<file path="src/rtl/idscan_pkg.sv">
package idscan_pkg;

    typedef enum logic [1:0] {
        OP_RESET = 2'd0,
        OP_WRITE = 2'd1,
        OP_READ  = 2'd2
    } op_kind_e;

    typedef enum logic [2:0] {
        S_IDLE    = 3'd0,
        S_RESET   = 3'd1,
        S_CMD     = 3'd2,
        S_RD_TRUE = 3'd3,
        S_RD_COMP = 3'd4,
        S_WRITE   = 3'd5,
        S_FINISH  = 3'd6
    } scan_state_e;

    typedef struct packed {
        logic dir;
        logic mark_zero;
        logic lost;
    } branch_t;

    localparam logic [7:0] CRC_REFL_POLY = 8'h8C;

    function automatic logic [7:0] crc8_shift(input logic [7:0] acc, input logic din);
        logic       fb;
        logic [7:0] nxt;
        fb  = din ^ acc[0];
        nxt = {1'b0, acc[7:1]};
        if (fb) nxt = nxt ^ CRC_REFL_POLY;
        return nxt;
    endfunction

endpackage

</file>
<file path="src/rtl/idscan_crc8.sv">
module idscan_crc8
    import idscan_pkg::*;
(
    input  logic       clk,
    input  logic       rst,
    input  logic       clear,
    input  logic       shift_en,
    input  logic       din,
    output logic [7:0] crc
);

    always_ff @(posedge clk) begin
        if (rst || clear) begin
            crc <= 8'h00;
        end else if (shift_en) begin
            crc <= crc8_shift(crc, din);
        end
    end

endmodule

</file>
<file path="src/rtl/idscan_branch.sv">
module idscan_branch
    import idscan_pkg::*;
#(
    parameter int POS_W = 7
) (
    input  logic             rd_true,
    input  logic             rd_comp,
    input  logic [POS_W-1:0] pos,
    input  logic [POS_W-1:0] last_disc,
    input  logic             prev_bit,
    output branch_t          pick
);

    always_comb begin
        pick.dir       = rd_true;
        pick.mark_zero = 1'b0;
        pick.lost      = rd_true & rd_comp;
        if (!rd_true && !rd_comp) begin
            if (pos < last_disc) begin
                pick.dir = prev_bit;
            end else if (pos == last_disc) begin
                pick.dir = 1'b1;
            end else begin
                pick.dir = 1'b0;
            end
            pick.mark_zero = ~pick.dir;
        end
    end

endmodule

</file>
<file path="src/rtl/idscan_store.sv">
module idscan_store #(
    parameter int ID_BITS = 64,
    localparam int SEL_W  = $clog2(ID_BITS)
) (
    input  logic               clk,
    input  logic               rst,
    input  logic               wr_en,
    input  logic [SEL_W-1:0]   idx,
    input  logic               wr_bit,
    output logic               prev_bit,
    output logic [ID_BITS-1:0] rom
);

    for (genvar g = 0; g < ID_BITS; g++) begin : g_bit
        always_ff @(posedge clk) begin
            if (rst) begin
                rom[g] <= 1'b0;
            end else if (wr_en && (idx == SEL_W'(g))) begin
                rom[g] <= wr_bit;
            end
        end
    end

    assign prev_bit = rom[idx];

endmodule

</file>
<file path="src/rtl/idscan_engine.sv">
module idscan_engine
    import idscan_pkg::*;
#(
    parameter int                  ID_BITS  = 64,
    parameter int                  CMD_BITS = 8,
    parameter logic [CMD_BITS-1:0] CMD_CODE = 8'hF0
) (
    input  logic               clk,
    input  logic               rst,
    input  logic               start,
    input  logic               op_ack,
    input  logic               op_rbit,
    output logic               op_req,
    output logic [1:0]         op_kind,
    output logic               op_wbit,
    output logic [ID_BITS-1:0] id_out,
    output logic               id_valid,
    output logic               id_crc_ok,
    output logic               search_done,
    output logic               err_nodev,
    output logic               err_lost,
    output logic               busy
);

    localparam int SEL_W   = $clog2(ID_BITS);
    localparam int POS_W   = $clog2(ID_BITS + 1);
    localparam int CMD_W   = $clog2(CMD_BITS);
    localparam int CRC_SPAN = ID_BITS - 8;

    scan_state_e        state;
    logic [SEL_W-1:0]   bit_idx;
    logic [CMD_W-1:0]   cmd_idx;
    logic               t_bit;
    logic               dir_q;
    logic [POS_W-1:0]   last_disc;
    logic [POS_W-1:0]   last_zero;
    logic [POS_W-1:0]   pos;
    op_kind_e           kind_c;
    branch_t            pick;
    logic               prev_bit;
    logic [ID_BITS-1:0] rom;
    logic [7:0]         crc;
    logic               wr_fire;

    assign pos     = POS_W'(bit_idx) + POS_W'(1);
    assign wr_fire = (state == S_WRITE) && op_ack;
    assign busy    = (state != S_IDLE);

    always_comb begin
        op_req  = state inside {S_RESET, S_CMD, S_RD_TRUE, S_RD_COMP, S_WRITE};
        op_wbit = 1'b0;
        case (state)
            S_RESET:              kind_c = OP_RESET;
            S_CMD:   begin        kind_c = OP_WRITE; op_wbit = CMD_CODE[cmd_idx]; end
            S_WRITE: begin        kind_c = OP_WRITE; op_wbit = dir_q; end
            S_RD_TRUE, S_RD_COMP: kind_c = OP_READ;
            default:              kind_c = OP_RESET;
        endcase
        op_kind = kind_c;
    end

    idscan_branch #(.POS_W(POS_W)) u_branch (
        .rd_true   (t_bit),
        .rd_comp   (op_rbit),
        .pos       (pos),
        .last_disc (last_disc),
        .prev_bit  (prev_bit),
        .pick      (pick)
    );

    idscan_store #(.ID_BITS(ID_BITS)) u_store (
        .clk      (clk),
        .rst      (rst),
        .wr_en    (wr_fire),
        .idx      (bit_idx),
        .wr_bit   (dir_q),
        .prev_bit (prev_bit),
        .rom      (rom)
    );

    idscan_crc8 u_crc (
        .clk      (clk),
        .rst      (rst),
        .clear    ((state == S_RESET) && op_ack),
        .shift_en (wr_fire && (bit_idx < SEL_W'(CRC_SPAN))),
        .din      (dir_q),
        .crc      (crc)
    );

    always_ff @(posedge clk) begin
        if (rst) begin
            state       <= S_IDLE;
            bit_idx     <= '0;
            cmd_idx     <= '0;
            t_bit       <= 1'b0;
            dir_q       <= 1'b0;
            last_disc   <= '0;
            last_zero   <= '0;
            id_out      <= '0;
            id_valid    <= 1'b0;
            id_crc_ok   <= 1'b0;
            search_done <= 1'b0;
            err_nodev   <= 1'b0;
            err_lost    <= 1'b0;
        end else begin
            id_valid <= 1'b0;
            case (state)
                S_IDLE: if (start) begin
                    err_nodev   <= 1'b0;
                    err_lost    <= 1'b0;
                    search_done <= 1'b0;
                    last_disc   <= '0;
                    state       <= S_RESET;
                end
                S_RESET: if (op_ack) begin
                    if (op_rbit) begin
                        cmd_idx   <= '0;
                        bit_idx   <= '0;
                        last_zero <= '0;
                        state     <= S_CMD;
                    end else begin
                        err_nodev <= 1'b1;
                        state     <= S_IDLE;
                    end
                end
                S_CMD: if (op_ack) begin
                    if (cmd_idx == CMD_W'(CMD_BITS - 1)) state <= S_RD_TRUE;
                    else cmd_idx <= cmd_idx + CMD_W'(1);
                end
                S_RD_TRUE: if (op_ack) begin
                    t_bit <= op_rbit;
                    state <= S_RD_COMP;
                end
                S_RD_COMP: if (op_ack) begin
                    if (pick.lost) begin
                        err_lost <= 1'b1;
                        state    <= S_IDLE;
                    end else begin
                        dir_q <= pick.dir;
                        if (pick.mark_zero) last_zero <= pos;
                        state <= S_WRITE;
                    end
                end
                S_WRITE: if (op_ack) begin
                    if (bit_idx == SEL_W'(ID_BITS - 1)) begin
                        state <= S_FINISH;
                    end else begin
                        bit_idx <= bit_idx + SEL_W'(1);
                        state   <= S_RD_TRUE;
                    end
                end
                S_FINISH: begin
                    id_valid  <= 1'b1;
                    id_out    <= rom;
                    id_crc_ok <= (crc == rom[ID_BITS-1 -: 8]);
                    last_disc <= last_zero;
                    if (last_zero == '0) begin
                        search_done <= 1'b1;
                        state       <= S_IDLE;
                    end else begin
                        state <= S_RESET;
                    end
                end
                default: state <= S_IDLE;
            endcase
        end
    end

    p_req_hold_r11: assert property (@(posedge clk) disable iff (rst)
        (op_req && !op_ack) |=> op_req);

    p_req_stable_r11: assert property (@(posedge clk) disable iff (rst)
        (op_req && !op_ack) |=> ($stable(op_kind) && $stable(op_wbit)));

    p_valid_pulse_r8: assert property (@(posedge clk) disable iff (rst)
        id_valid |=> !id_valid);

    p_done_quiet_r10: assert property (@(posedge clk) disable iff (rst)
        search_done |-> !op_req);

    p_lost_quiet_r7: assert property (@(posedge clk) disable iff (rst)
        err_lost |-> (!op_req && !id_valid));

    p_nodev_quiet_r2: assert property (@(posedge clk) disable iff (rst)
        err_nodev |-> (!op_req && !id_valid));

    p_write_follows_r5: assert property (@(posedge clk) disable iff (rst)
        ((state == S_RD_COMP) && op_ack && (op_rbit != t_bit))
        |=> (op_kind == 2'd1 && op_wbit == $past(t_bit)));

endmodule

</file>
<file path="config.mk">
export PLATFORM = sky130hd
export DESIGN_NAME = idscan_engine
export DESIGN_NICKNAME = d
export VERILOG_FILES = /design/src/rtl/idscan_pkg.sv /design/src/rtl/idscan_crc8.sv /design/src/rtl/idscan_branch.sv /design/src/rtl/idscan_store.sv /design/src/rtl/idscan_engine.sv
export SDC_FILE = /design/constraint.sdc
export NUM_CORES = 1
export LEC_CHECK = 0
export BUFFER_PORTS_ARGS = -buffer_cell sky130_fd_sc_hd__buf_2
export CELL_PAD_IN_SITES_DETAIL_PLACEMENT = 1
export CELL_PAD_IN_SITES_GLOBAL_PLACEMENT = 2
export CORE_AREA = 2 2 159 161
export DETAILED_ROUTE_END_ITERATION = 12
export DIE_AREA = 0 0 161 163
export PLACE_DENSITY = 0.78
export SYNTH_ARGS = -nofsm -noshare
export SYNTH_HDL_FRONTEND = slang
export SYNTH_SLANG_ARGS = --single-unit
</file>
<file path="constraint.sdc">
create_clock -name clk -period 2.8 [get_ports clk]
set_input_delay 0.14 -clock clk [delete_from_list [all_inputs] [get_ports clk]]
set_output_delay 0.14 -clock clk [all_outputs]
set_load 0.01 [all_outputs]
</file>
# Word-level counts from Yosys, hierarchy flattened
# Memories as Yosys holds them, arrays and structs flattened. A register that Yosys moved wholly into a read port is not among the register bits.
# Index checks and enable logic that the tools add are counted.
# totals
register_bits	169
latchBits	0
ramBits	0
romBits	8
input_bits	5
output_inout_bits	74
word_cells	324
mem_count	1
# op_classes
addsub	3
multipliers	0
n_div	0
n_lt_le_gt_ge	4
n_eq_ne	87
shifts	0
muxes	52
bitwise	5
n_reduce_logical	94
# mem_list
memory	depth	width	rd	rd_ports_with_merged_regs	write_ports	line_no	text
(name not given)	8	1	1	1	0	idscan_engine.sv:54	S_CMD: begin kind_c = OP_WRITE; op_wbit = CMD_CODE[cmd_idx]; end
# op_table
operator	count
6-bit == test (second input constant)	32
6-bit by 5-bit == test with 1-bit output (second input constant)	16
1-bit logical AND	68
6-bit by 4-bit == test with 1-bit output (second input constant)	8
3-bit two-way mux	15
7-bit two-way mux	6
2-bit != test (second input constant)	14
7-bit one-hot mux with 2 select lines	2
6-bit by 3-bit == test with 1-bit output (second input constant)	4
6-bit two-way mux	4
3-bit one-hot mux with 7 select lines	1
1-bit two-way mux	13
3-bit == test (second input constant)	4
6-bit by 2-bit == test with 1-bit output (second input constant)	2
6-bit one-hot mux with 2 select lines	1
2-bit nonzero test	6
5-bit AND reduction	2
8-bit == test	1
8-bit two-way mux	1
1-bit one-hot mux with 2 select lines	4
4-bit AND reduction	2
6-bit by 1-bit adder with 7-bit output (second input constant)	1
7-bit == test	1
7-bit logical NOT	1
29 further kinds	36

# Longest topological paths before layout
# Gate-level depths: netlist (run 1).
# depth
word_depth	11
depth_mapped	13
ltp_nobuf	12

# By module
# From an unflattened synthesis (run 1), not the netlist that was laid out.
# hier_totals
cells_unflattened	961
hier_area_um2	7761.2
# by_module_without_submodules
module	instances	cells_per_inst	area_per_inst_um2	seq_area_each_um2
idscan_engine	1	473	3837.4	1961.9
idscan_store	1	423	3360.7	1281.2
idscan_crc8	1	34	344.1	160.2
idscan_branch	1	31	219.0	0.0

# Worst setup path after synthesis (run 1)
# Ideal clock, no wire load.
# synth_timing
path_type	reg2reg
from	register bit_idx[1]
to	register last_zero[2]
setup_ns	0.117
arrival_ns	2.923
required_time_ns	2.683
setup_slack_ns	-0.240
stages_incl_launch_ff	13
path_buffers	2
period_less_slack_ns	3.040
path_cell_list	dfxtp_1 > buf_4 > buf_1 > inv_1 > ha_1 > ha_1 > nor2b_1 > o21ai_0 > a21oi_1 > nand3b_1 > o32a_4 > o21a_1 > a22o_1
# synth_between
elab_chain_cells	9
word_cells_on_any_way	16
classes_between	add/sub (1); order compare (1); eq/ne (2); mux (10); bitwise (1); reduce/logical (1)
# synth_rtl
item	line_no	text
start, declared	idscan_engine.sv:31	logic [SEL_W-1:0] bit_idx;
start signal, assigned	idscan_engine.sv:148	bit_idx <= bit_idx + SEL_W'(1);
parallel branches: the longest is 9 deep, another holds 6-bit by 1-bit adder with 7-bit output	--	
end signal, assigned	idscan_engine.sv:140	if (pick.mark_zero) last_zero <= pos;
end, declared	idscan_engine.sv:36	logic [POS_W-1:0] last_zero;
# Parallel ways; which one is timed is not known. The select of a mux whose other input is x is not followed.
# A chain may end at the register's enable or synchronous reset.

# Final worst setup path (run 1)
# Ends and elaborated chain as after synthesis.

==> results of run 1 <==
## kinds of logic (layout without fill, tap and decap cells)
family | after synthesis | count (layout) | synth area share, %
and+or+nand+nor | 386 | 386 | 21.2
adders and majority gates | 13 | 13 | 2.17
DFF | 170 | 170 | 45.4
muxes | 55 | 55 | 8.74
buffers and inverters | 82 | 159 | 4.28
xor gates and xnor gates | 15 | 15 | 1.75
AOI/OAI and AO/OA | 217 | 217 | 16.4
## final cells by class
class | count | share of cell area, %
Clock buffer | 19 | 5.03
Clock inverter | 13 | 1.82
Inverter | 14 | 0.583
Multi-Input combinational cell | 686 | 42.6
Sequential cell | 170 | 37.8
Tap cell | 330 | 4.58
Timing Repair Buffer | 113 | 7.58
## stage by stage
step                cells  cell area [µm²]  hold slack (ps)
global placement     1310             8290              441
global route         1345             9010              144
detailed placement   1310             8290              445
finish               1345             9010              100
CTS                  1342             8910             80.9
floorplan             938             7510              361
## timing repair
item,in CTS,in global routing
endpoints found under the setup margin,7,8
resized for setup,1,18
pin swaps,1,8
setup buffers,0,3
## routing by layer
layer / track usage, % / vias to the layer above / wire length [µm]
met3: 3.39 / 21 / 959
li1: - / 3293 / -
met4: 5.11 / 0 / 305
met2: 27.9 / 135 / 10300
met5: 0 / - / 0
met1: 25.2 / 3264 / 11600
## power breakdown
| part | switching (W) | internal [W] |
|---|---|---|
| Clock | 0.00105 | 0.00146 |
| Combinational | 0.000105 | 0.0000425 |
| Sequential | 0.00000299 | 0.00242 |
| Total | 0.00116 | 0.00392 |
## registers in the layout (all words and copies together) (netlist names), named ones only
| name | cells |
|---|---|
| id_valid | 1 |
| bit_idx | 6 |
| state | 3 |
| u_crc.crc | 8 |
| id_out | 64 |
| err_lost | 1 |
| last_zero | 7 |
| u_store.rom | 64 |
| err_nodev | 1 |
| id_crc_ok | 1 |
| dir_q | 1 |
| t_bit | 1 |
| search_done | 1 |
| cmd_idx | 3 |
| last_disc | 7 |
## cells in the mapped netlist, types with 2 or more instances
library cell and n:
a2111oi_0 4, mux4_2 7, nor3_1 4, buf_1 5, and3_1 2, ha_1 13, or3_1 3, o21ai_0 50
mux2i_1 47, nor3b_1 2, xnor2_1 4, clkbuf_1 60, nor2b_1 11, nand4_1 2, dfxtp_1 170, nand3_1 26
a21o_1 2, a22oi_1 7, inv_1 14, a22o_1 14, nand2_1 203, nor2_1 119, nand2b_1 4, a21oi_1 128
nor4_1 3, xor2_1 11, nand3b_1 2, a31oi_1 2
## worst paths after layout
check                   from           end  slack [ps]  cells past startpoint
setup reg to reg  bit_idx[1]  last_zero[2]          50                     12
setup / recovery  bit_idx[1]  last_zero[2]          50                     12
hold / removal        op_ack      state[1]         100                      4
hold reg to reg   id_out[27]    id_out[27]         450                      2
## worst reg2reg max path, delay by kind of cell (launching register included)
family	cells	cell delay [ps]
buffers and inverters	1	130
flip-flops	1	360
adder cells (fa/ha/maj)	2	460
AO/OA/AOI/OAI	3	820
AND/OR/NAND/NOR	6	930
==> flow_summary.ini, run 1 <==
[outcome]
status = complete, no violations

[yosys]
synth_edf_count = 0
synth.distinct_cells = 47
synth_warnings = 0
syn_avg_cell_area_um2 = 7.98
synthArstFlopShare_pct = 0
syn_inst = 938
synth_top_flop_cell = dfxtp_1
synthTopCellsByArea = dfxtp_1 45%, nand2_1 10%, a21oi_1 8.6%
synth_seq_cells = 170
synth_nets = 956
yosysSeqAreaShare_pct = 45.4
synth_area_leader_cell = dfxtp_1
syn-cell-area_um2 = 7490
synth_top_area_share_pct = 45.4

[clock_tree]
cts.sinks = 170
cts_tree = done
cts_hold_buf = 0
cts_max_path_buffers = 2
cts_buffers = 17
h-tree-depth = 4
clk_pin_slew_worst_paths_ps = 70
clk_latency_ps = 440
root_buffer = clkbuf_16

[global_routing]
globalRouteTotalUtil_pct = 17.9
first_global_vias = 6765
overflow = 0
grt_first_pass_wirelength_mm = 37.1
antenna_found_initial = 0
grt_max_degree = 57

[die]
start_util_pct = 30.4
die-area_um2 = 26200
die_h_um = 163
rows = 58
ios = 79
core_area_um2 = 24700
die_w_um = 161

[worst_setup_path]
required_ps = 3180
critPathTopFamily = simple AND/OR/NAND/NOR gates
crit_path_max_incr_delay_ps = 360
start_kind = flop
cp_num_buf_inv = 1
critical-path-top-cell-by-count = ha_1
cp-end-kind = flop
critPathMaxFanout = 7
crit_type = reg -> reg
slowest_stage = dfxtp_2
path_cells = ha_1, and3_4, nand3_2, inv_2, ha_1, nand2_1, nor2_1, a211oi_2, nand3b_1, o32a_4, nor3_4, a22o_1
cp.arrival_ps = 3120

[placement]
place.gp.congestion = 0.815
pre_cts_slack_ps = -11.9
portBuffers = 78
dp_hpwl_mm = 16.1

[flow_run]
drv_cap = 0

[power_and_ir_drop]
leakage_nw = 3.35
fin_total_pwr_w = 0.00508
ir_worst_vdd_v = 0.000325
p_per_area_nw_per_um2 = 564

[final_layout]
final_cell_mix = 202 x nand2_1, 167 x dfxtp_1, 127 x a21oi_1
diodes = 0
fin_util_pct = 36.5
drive_gt1_share_pct = 17.1
final_common_cell = nand2_1
regArea_um2 = 3410
fillCellCount = 3004
fin_nets = 1020
areaGrowthSynthToFinish_pct = 20.3
multiInputGateArea_um2 = 3840

[worst_hold_path]
min_path_type = in -> reg

[timing]
final_hold_viol_count = 0
worstMarginPinSlew_ps = 714
setup_tns_ps = 0
fmax_mhz = 364
fin_crit_ps = 2750
report.final.slew_viol_count = 0
slew_headroom_pct = 52.4
setup_viol = 0
layout_setup_ws_ps = 53.1
timing.final.crit_share_pct = 98.1
finalClockSkew_ps = 12.0

[routing]
viasPerCell = 4.99
wire_per_inst_um = 17.2
drtIter0Drc = 435
drt-total-wl_mm = 23.2
drc = 0
drt-pass1-iter-count = 5
drtAntennaViolNets = 0
vias = 6713
Power figures use the tool's default switching activity.
==> run 2: changes to the inputs <==
Settings changed: GPL_ROUTABILITY_DRIVEN set to 1.
Clock period 2.8 ns to 2.5 ns, I/O delays scaled along.
==> flow_summary.ini, run 2 (same netlist as run 1, synthesis figures left out) <==
[timing]
setup_viol = 7
grt_setup_unrepaired = yes
report.final.slew_viol_count = 0
final_hold_viol_count = 0
worstMarginPinSlew_ps = 725
timing.final.crit_share_pct = 102
layout_setup_ws_ps = -56.3
fmax_mhz = 391
finalClockSkew_ps = 11.4
hold_ws_ps = 86.3
slew_headroom_pct = 51.7
fin_crit_ps = 2560

[die]
start_util_pct = 30.4
rows = 58
ios = 79
die_w_um = 161
die_h_um = 163
core_area_um2 = 24700
die-area_um2 = 26200

[final_layout]
diodes = 0
drive_gt1_share_pct = 18.1
final_cell_mix = 202 x nand2_1, 166 x dfxtp_1, 127 x a21oi_1
final_common_cell = nand2_1
fin_cells = 1356
reg_top3 = id_out: 64 flops, u_store.rom: 64 flops, u_crc.crc: 8 flops
stdcell_area_um2 = 9140
fin_util_pct = 37.0
fin_nets = 1031
areaGrowthSynthToFinish_pct = 22.0

[placement]
place.gp.congestion = 0.851
place_area_um2 = 8470
dp_cells = 1323
portBuffers = 78
dp_hpwl_mm = 16.4

[worst_setup_path]
crit_type = reg -> reg
r2r_cells = 11
endpoint = last_zero[5]
required_ps = 2840
start_kind = flop
r2r_end = last_zero[5]
reg2reg_setup_slack_ps = -60
critPathMaxFanout = 7
cp-end-kind = flop
timing.rr.start = bit_idx[0]
cp-startpoint = bit_idx[0]
cp.arrival_ps = 2890

[routing]
drc = 0
wire_per_inst_um = 17.6
drt-pass1-iter-count = 4
drtIter0Drc = 471
drt-total-wl_mm = 23.9
drtAntennaViolNets = 0
viasPerCell = 5.02
vias = 6803

[global_routing]
use_met3_pct = 3.97
gr-max-usage-layer = met2
globalRouteTotalUtil_pct = 18.4
overflow = 0
met2_usage_pct = 29.9
antenna_found_initial = 0
grt_first_pass_wirelength_mm = 37.7
first_global_vias = 6757
grt_max_degree = 66
grtUsageMet1_pct = 24.4

[power_and_ir_drop]
leakage_nw = 3.41
p_per_area_nw_per_um2 = 621
fin_total_pwr_w = 0.00568
ir_worst_vdd_v = 0.000393

[clock_tree]
cts_buffers = 17
root_buffer = clkbuf_16
cts_hold_buf = 0
clk_latency_ps = 440
h-tree-depth = 4
clk_pin_slew_worst_paths_ps = 70
cts_max_path_buffers = 2
cts_tree = done
cts.sinks = 170

[outcome]
status = complete, but fails checks
failed_checks = setup timing

[flow_run]
drv_cap = 0

[worst_hold_path]
min_path_type = in -> reg
run 2: final cells by class:
class	instances	area, µm²
clock inverters	14	171
fillers	3024	15500
inverters	14	52.6
well taps	330	413
flip-flops and latches	170	3410
repair buffers	124	792
multi-input cells	686	3860
clock buffers	18	439
run 2: per-stage QoR:
| step | TNS [ps] | setup slack [ps] |
|---|---|---|
| final | -352 | -56.3 |
| after CTS | -17.2 | -6.05 |
| after global placement | -267 | -39.4 |
| after detailed placement | -812 | -121 |
| after global routing | -1130 | -161 |
| after floorplan | -413 | -58.9 |
run 2: timing repair:
| action | in CTS | in global routing |
|---|---|---|
| pin swaps | 2 | 4 |
| gates resized for setup | 3 | 6 |
| buffers inserted | 1 | 0 |
| gates cloned | 0 | 0 |
| setup endpoints to repair | 7 | 8 |
run 2: power breakdown:
part / internal, W / total [W] / switching [W]
clock network: 0.00160 / 0.00279 / 0.00119
logic: 0.0000487 / 0.000168 / 0.000120
registers: 0.00271 / 0.00271 / 0.00000287
run 2: worst min path at each step:
stage / startpoint / to / slack [ps] / depth (start not counted)
after floorplan: op_ack / state[1] / 350 / 3
after global placement: id_out[13] / id_out[13] / 440 / 2
after detailed placement: id_out[53] / id_out[53] / 440 / 2
after CTS: op_rbit / err_nodev / 80 / 4
after global routing: op_rbit / t_bit / 80 / 3
final: op_rbit / err_nodev / 90 / 4
run 2: per-layer routing:
layer  wire length (µm)  up-vias  part of all wire, %
met5                  0        -                    0
met1              11400     3331                   48
li1                   -     3316                    -
met2              11100      132                   47
met3                961       24                  4.0
met4                365        0                  1.5
run 2: critical path, stage by stage, from the launching register on:
cell,delay (ps)
dfxtp_4,380
ha_4,160
and3_4,190
xnor2_2,140
ha_1,320
a21oi_2,140
nor2_1,60
a211oi_2,170
nand3b_1,120
o32a_4,350
o21a_4,230
a22o_1,180
